**src/rtl/swr_pkg.sv**
```systemverilog
package swr_pkg;

    typedef enum logic [1:0] {
        OP_NONE  = 2'd0,
        OP_START = 2'd1,
        OP_STOP  = 2'd2,
        OP_RSVD  = 2'd3
    } swr_op_e;

    typedef enum logic [1:0] {
        ST_TRAN    = 2'd0,
        ST_RECV    = 2'd1,
        ST_DISCARD = 2'd2
    } swr_state_e;

    localparam int unsigned STS_W  = 8;
    localparam int unsigned B_RECV = 5;

    // packed from MSB: protect=bit4 ... illegal=bit0
    typedef struct packed {
        logic protect;
        logic overrun;
        logic align;
        logic range;
        logic illegal;
    } swr_err_t;

endpackage

```
**src/rtl/swr_cmd_check.sv**
```systemverilog
module swr_cmd_check
    import swr_pkg::*;
#(
    parameter int unsigned MEM_BYTES = 1000,
    parameter int unsigned BLK_W     = 4,
    parameter int unsigned ARG_W     = 32
) (
    input  logic [ARG_W-1:0] arg,
    input  logic             bus_1bit,
    input  logic             bus_ddr,
    input  logic             partial_ok,
    output swr_err_t         verdict
);

    logic unaligned;

    generate
        if (BLK_W > 0) begin : g_align
            assign unaligned = |arg[BLK_W-1:0];
        end else begin : g_noalign
            assign unaligned = 1'b0;
        end
    endgenerate

    always_comb begin
        verdict = '0;
        if (!bus_1bit || bus_ddr) begin
            verdict.illegal = 1'b1;
        end else begin
            verdict.range = (arg >= ARG_W'(MEM_BYTES));
            verdict.align = !partial_ok && unaligned;
        end
    end

endmodule

```
**src/rtl/swr_wp_lookup.sv**
```systemverilog
module swr_wp_lookup #(
    parameter int unsigned ADDR_W    = 10,
    parameter int unsigned WPG_W     = 7,
    parameter int unsigned WP_GROUPS = 8
) (
    input  logic [ADDR_W-1:0]    addr,
    input  logic [WP_GROUPS-1:0] wp_map,
    output logic                 hit
);

    logic [ADDR_W-1:0]    grp;
    logic [WP_GROUPS-1:0] match;

    assign grp = addr >> WPG_W;

    generate
        for (genvar g = 0; g < WP_GROUPS; g++) begin : g_grp
            assign match[g] = wp_map[g] && (grp == ADDR_W'(g));
        end
    endgenerate

    assign hit = |match;

endmodule

```
**src/rtl/swr_hold_buf.sv**
```systemverilog
module swr_hold_buf #(
    parameter int unsigned ADDR_W = 10
) (
    input  logic              clk,
    input  logic              rst_n,
    input  logic              load,
    input  logic              flush,
    input  logic [ADDR_W-1:0] ld_addr,
    input  logic [7:0]        ld_data,
    input  logic              ready,
    output logic              full,
    output logic [ADDR_W-1:0] out_addr,
    output logic [7:0]        out_data
);

    always_ff @(posedge clk or negedge rst_n) begin
        if (!rst_n) begin
            full     <= 1'b0;
            out_addr <= '0;
            out_data <= '0;
        end else if (load) begin
            full     <= 1'b1;
            out_addr <= ld_addr;
            out_data <= ld_data;
        end else if (flush) begin
            full <= 1'b0;
        end else if (full && ready) begin
            full <= 1'b0;
        end
    end

endmodule

```
**src/rtl/swr_stream_ctrl.sv**
```systemverilog
module swr_stream_ctrl
    import swr_pkg::*;
#(
    parameter int unsigned MEM_BYTES = 1000,
    parameter int unsigned BLK_W     = 4,
    parameter int unsigned WPG_W     = 7,
    parameter int unsigned ARG_W     = 32,
    localparam int unsigned ADDR_W    = $clog2(MEM_BYTES + 1),
    localparam int unsigned WP_GROUPS = (MEM_BYTES + (1 << WPG_W) - 1) >> WPG_W
) (
    input  logic                 clk,
    input  logic                 rst_n,
    input  logic                 cmd_valid,
    input  logic [1:0]           cmd_op,
    input  logic [ARG_W-1:0]     cmd_arg,
    input  logic                 bus_1bit,
    input  logic                 bus_ddr,
    input  logic                 partial_ok,
    input  logic [WP_GROUPS-1:0] wp_map,
    input  logic                 byte_valid,
    input  logic [7:0]           byte_data,
    output logic                 mem_wr_valid,
    output logic [ADDR_W-1:0]    mem_wr_addr,
    output logic [7:0]           mem_wr_data,
    input  logic                 mem_ready,
    output logic                 rsp_valid,
    output logic [STS_W-1:0]     rsp_status
);

    swr_state_e        state_q, state_d;
    logic [ADDR_W-1:0] addr_q;
    logic              partial_q;
    swr_err_t          err_q;
    swr_err_t          chk_err;
    swr_op_e           op;
    logic              wp_hit, hold_full;
    logic              is_start, is_stop, start_ok, byte_take, at_end;
    logic              fault_range, fault_wp, fault_ovr, load;
    logic              stop_unaligned;
    logic [STS_W-1:0]  rsp_d;

    assign op        = swr_op_e'(cmd_op);
    assign is_start  = cmd_valid && (op == OP_START);
    assign is_stop   = cmd_valid && (op == OP_STOP);
    assign start_ok  = is_start && (state_q == ST_TRAN) && (chk_err == '0);
    assign byte_take = byte_valid && !cmd_valid && (state_q == ST_RECV);
    assign at_end    = (addr_q == ADDR_W'(MEM_BYTES));

    assign fault_range = byte_take && at_end;
    assign fault_wp    = byte_take && !at_end && wp_hit;
    assign fault_ovr   = byte_take && !at_end && !wp_hit && hold_full && !mem_ready;
    assign load        = byte_take && !at_end && !wp_hit && !(hold_full && !mem_ready);

    generate
        if (BLK_W > 0) begin : g_stop_align
            assign stop_unaligned = !partial_q && (|addr_q[BLK_W-1:0]);
        end else begin : g_stop_free
            assign stop_unaligned = 1'b0;
        end
    endgenerate

    swr_cmd_check #(
        .MEM_BYTES (MEM_BYTES),
        .BLK_W     (BLK_W),
        .ARG_W     (ARG_W)
    ) u_cmd_check (
        .arg        (cmd_arg),
        .bus_1bit   (bus_1bit),
        .bus_ddr    (bus_ddr),
        .partial_ok (partial_ok),
        .verdict    (chk_err)
    );

    swr_wp_lookup #(
        .ADDR_W    (ADDR_W),
        .WPG_W     (WPG_W),
        .WP_GROUPS (WP_GROUPS)
    ) u_wp_lookup (
        .addr   (addr_q),
        .wp_map (wp_map),
        .hit    (wp_hit)
    );

    swr_hold_buf #(
        .ADDR_W (ADDR_W)
    ) u_hold (
        .clk      (clk),
        .rst_n    (rst_n),
        .load     (load),
        .flush    (fault_ovr),
        .ld_addr  (addr_q),
        .ld_data  (byte_data),
        .ready    (mem_ready),
        .full     (hold_full),
        .out_addr (mem_wr_addr),
        .out_data (mem_wr_data)
    );

    assign mem_wr_valid = hold_full;

    // next state
    always_comb begin
        state_d = state_q;
        unique case (state_q)
            ST_TRAN: begin
                if (start_ok) state_d = ST_RECV;
            end
            ST_RECV: begin
                if (is_stop)
                    state_d = ST_TRAN;
                else if (fault_range || fault_wp || fault_ovr)
                    state_d = ST_DISCARD;
            end
            ST_DISCARD: begin
                if (is_stop) state_d = ST_TRAN;
            end
            default: state_d = ST_TRAN;
        endcase
    end

    // response word
    always_comb begin
        rsp_d = '0;
        if (cmd_valid) begin
            unique case (op)
                OP_START: begin
                    if (state_q != ST_TRAN) begin
                        rsp_d[0] = 1'b1;
                    end else begin
                        rsp_d[4:0]    = chk_err;
                        rsp_d[B_RECV] = (chk_err == '0);
                    end
                end
                OP_STOP: begin
                    if (state_q == ST_TRAN) begin
                        rsp_d[0] = 1'b1;
                    end else begin
                        rsp_d[4:0] = err_q;
                        if (state_q == ST_RECV && stop_unaligned) rsp_d[2] = 1'b1;
                    end
                end
                default: rsp_d[0] = 1'b1;
            endcase
        end
    end

    // state register
    always_ff @(posedge clk or negedge rst_n) begin
        if (!rst_n) state_q <= ST_TRAN;
        else        state_q <= state_d;
    end

    // outputs and datapath
    always_ff @(posedge clk or negedge rst_n) begin
        if (!rst_n) begin
            rsp_valid  <= 1'b0;
            rsp_status <= '0;
            addr_q     <= '0;
            partial_q  <= 1'b0;
            err_q      <= '0;
        end else begin
            rsp_valid  <= cmd_valid;
            rsp_status <= rsp_d;
            if (start_ok) begin
                addr_q    <= cmd_arg[ADDR_W-1:0];
                partial_q <= partial_ok;
                err_q     <= '0;
            end else if (is_stop && state_q != ST_TRAN) begin
                err_q <= '0;
            end else begin
                if (fault_range) err_q.range   <= 1'b1;
                if (fault_wp)    err_q.protect <= 1'b1;
                if (fault_ovr)   err_q.overrun <= 1'b1;
                if (load)        addr_q        <= addr_q + ADDR_W'(1);
            end
        end
    end

endmodule

```
**config.mk**
```make
export PLATFORM = sky130hd
export DESIGN_NAME = swr_stream_ctrl
export DESIGN_NICKNAME = d
export VERILOG_FILES = /design/src/rtl/swr_pkg.sv /design/src/rtl/swr_cmd_check.sv /design/src/rtl/swr_wp_lookup.sv /design/src/rtl/swr_hold_buf.sv /design/src/rtl/swr_stream_ctrl.sv
export SDC_FILE = /design/constraint.sdc
export NUM_CORES = 1
export LEC_CHECK = 0
export ABC_AREA = 1
export BUFFER_PORTS_ARGS = -buffer_cell sky130_fd_sc_hd__buf_2
export CORE_ASPECT_RATIO = 0.7
export CORE_MARGIN = 2
export CORE_UTILIZATION = 50
export DETAILED_ROUTE_END_ITERATION = 8
export GPL_TIMING_DRIVEN = 1
export PLACE_DENSITY = 0.86
export SYNTH_ARGS = -nofsm -noshare
export SYNTH_HDL_FRONTEND = slang
export SYNTH_SLANG_ARGS = --single-unit
```
**constraint.sdc**
```tcl
create_clock -name clk -period 1.7 [get_ports clk]
set_input_delay 0.085 -clock clk [delete_from_list [all_inputs] [get_ports clk]]
set_output_delay 0.085 -clock clk [all_outputs]
set_load 0.02 [all_outputs]
```
==> results_dict.tcl <==
set metrics [dict create \
    grt_pass1_wl_um 10500 \
    post-route-util_pct 72.5 \
    gp_congestion 0.890 \
    max_freq_ghz 0.614 \
    critPathMaxStageDelay_ps 490 \
    drive_above_1_share_pct 33.9 \
    hpwlAfterDp_um 4750 \
    diodes 0 \
    routed_wl_um 6790 \
    cts_tree "built" \
    finalCriticalPeriod_ps 1630 \
    max_slew_margin_pct 64.7 \
    initial_utilization_pct 51.5 \
    hp-class "in2reg" \
    path_cells "nand2_2 -> inv_2 -> buf_6 -> nand3_2 -> nand2_2 -> nor2_4 -> nand3_4 -> nor2_4 -> clkbuf_16 -> nand2_1 -> nand2_1" \
    cts.sinks 42 \
    drv_slew 0 \
    startpoint_type "flop" \
    setup_slack_ps 70.6 \
    pre_cts_ws_ps -95.7 \
    rows 21 \
    worstMarginPinSlew_ps 530 \
    synth_seq_cells 42 \
    grt_max_degree 43 \
    cap_violations 0 \
    fp.dieW_um 87.6 \
    hold_viol 0 \
    die_y_um 62.6 \
    mostFrequentLayoutCell "nand2_1" \
    slowest_stage "dfrtp_2" \
    status "finished, final reports clean" \
    critPathKind "reg2reg" \
    drc 0 \
    cts_root_buf "clkbuf_8" \
    synth.yosys.warnings 0 \
    core_area_um2 4760 \
    ant_nets 0 \
    synth_area_per_cell_um2 7.16 \
    cts.clk_slew.worst_paths_ps 80 \
    fin_cells 532 \
    yosysSeqAreaShare_pct 42.9 \
    drt_first_pass_iters 4 \
    synthCells 342 \
    grtUsageTotal_pct 24.4 \
    antenna_found_initial 0 \
    holdWs_ps 12.1 \
    grt_overflow 0 \
    clockBufferDepth 2 \
    skew_ps 8.26 \
    final_cell_mix "111 x nand2_1, 83 x buf_2, 40 x dfrtp_1" \
    grt_pass1_vias 2428 \
    synth_area_um2 2450 \
    fillCellCount 363 \
    multiInputGateArea_um2 1240 \
    ioPinCount 86 \
    final_nets 524 \
    synth.distinct_cells 28 \
    htree_levels 2 \
    critPathCaptureType "flop" \
    cts_buffers 5 \
    wl_per_cell_um 12.8 \
    insertion_delay_ps 310 \
    drt_iter0_drc 158 \
    dr_total_vias 2655 \
    cp.arrival_ps 1870 \
    dpl.cell_count 506 \
    cp.required_ps 1940 \
    syn_to_final_growth_pct 40.8 \
    powerDensity_nw_per_um2 574 \
    p_leak_nw 1.88 \
    io_buffers 83 \
    cp_max_fo 8 \
    fin_crit_sh_pct 95.8 \
    setup_violations 0 \
    viasPerCell 4.99 \
    die-area_um2 5480 \
    vdd_ir_drop_max_mv 0.321 \
    register_area_um2 1050 \
]
## worst max-delay path, delay by kind of cell (launching register included)
kind                   cells  cell delay, ps
and+or+nand+nor            8             740
DFF                        1             490
buffers and inverters      3             330
## metal layers
layer / GRT usage, % / up-vias / routed length [um]
met2: 38.6 / 131 / 3260
met5: 0 / - / 0
met4: 9.62 / 0 / 121
met1: 32.7 / 1197 / 2880
li1: - / 1315 / -
met3: 4.89 / 12 / 526
## repair_timing
action / 4_1_cts / 5_1_grt
pin swaps: 1 / 14
endpoints found under the setup margin: 23 / 28
hold buffers: 10 / 0
endpoints found under the hold margin: 51 / 0
cloned: 0 / 2
gates resized for setup: 3 / 21
setup buffers: 1 / 5
## state kept, by name, indices dropped and copies added (netlist names)
name,count
addr_q,10
u_hold.out_addr,10
u_hold.out_data,8
rsp_status,6
err_q,3
state_q,2
partial_q,1
rsp_valid,1
u_hold.full,1
## Yosys cell counts (all sizes together)
library cell / instances / area (um^2)
o21ai: 11 / 55.1
a2bb2oi: 1 / 8.76
inv: 33 / 126
xor2: 5 / 43.8
nor2: 42 / 175
conb: 1 / 3.75
buf: 16 / 110
nand4: 8 / 50.1
a31oi: 1 / 6.26
nand2: 118 / 448
or2: 2 / 12.5
nand3: 42 / 220
o21bai: 1 / 7.51
nand3b: 2 / 15.0
a21oi: 12 / 60.1
ha: 4 / 50.1
nor3: 1 / 5.00
dfrtp: 42 / 1050
## cell type report
type,count,area share [%]
Clock inverter,3,1.31
Tap cell,69,2.50
Timing Repair Buffer,127,23.8
Inverter,33,3.74
Clock buffer,5,2.00
Multi-Input combinational cell,253,36.1
Sequential cell,42,30.6
## through the flow
stage          total power, mW  setup TNS [ps]  instance area [um^2]
2_1_floorplan             1.08               0                  2450
3_3_place_gp              1.18           -22.9                  3060
3_5_place_dp              1.18           -1040                  3060
4_1_cts                   1.99               0                  3300
5_1_grt                   2.07            -159                  3450
6_report                  1.98               0                  3450
## final timing paths
path                               startpoint                  to  slack [ps]  cells after the start
max                                 addr_q[7]  u_hold.out_data[2]          70                     11
max reg2reg                         addr_q[7]  u_hold.out_data[2]          70                     11
min                                cmd_arg[5]           addr_q[5]          10                      3
max in group asynchronous               rst_n           addr_q[8]         940                      3
min in group asynchronous               rst_n  u_hold.out_data[7]         370                      3
min reg2reg                u_hold.out_data[1]  u_hold.out_data[1]         480                      2
## cells by family after synthesis
| logic type | synth area share, % |
|---|---|
| other | 0.153 |
| buffers and inverters | 9.66 |
| flip-flops | 42.9 |
| adder cells (fa/ha/maj) | 2.04 |
| AND/OR/NAND/NOR | 37.8 |
| XOR/XNOR | 1.79 |
| AO/OA/AOI/OAI | 5.62 |
## where the power goes
part           total, mW  switching, mW  internal (mW)  leakage, nW
clock              0.798          0.361          0.437       0.0504
sequential          1.01        0.00146           1.00        0.566
combinational      0.177         0.0910         0.0855         1.27
(Power assumes the default switching activity.)
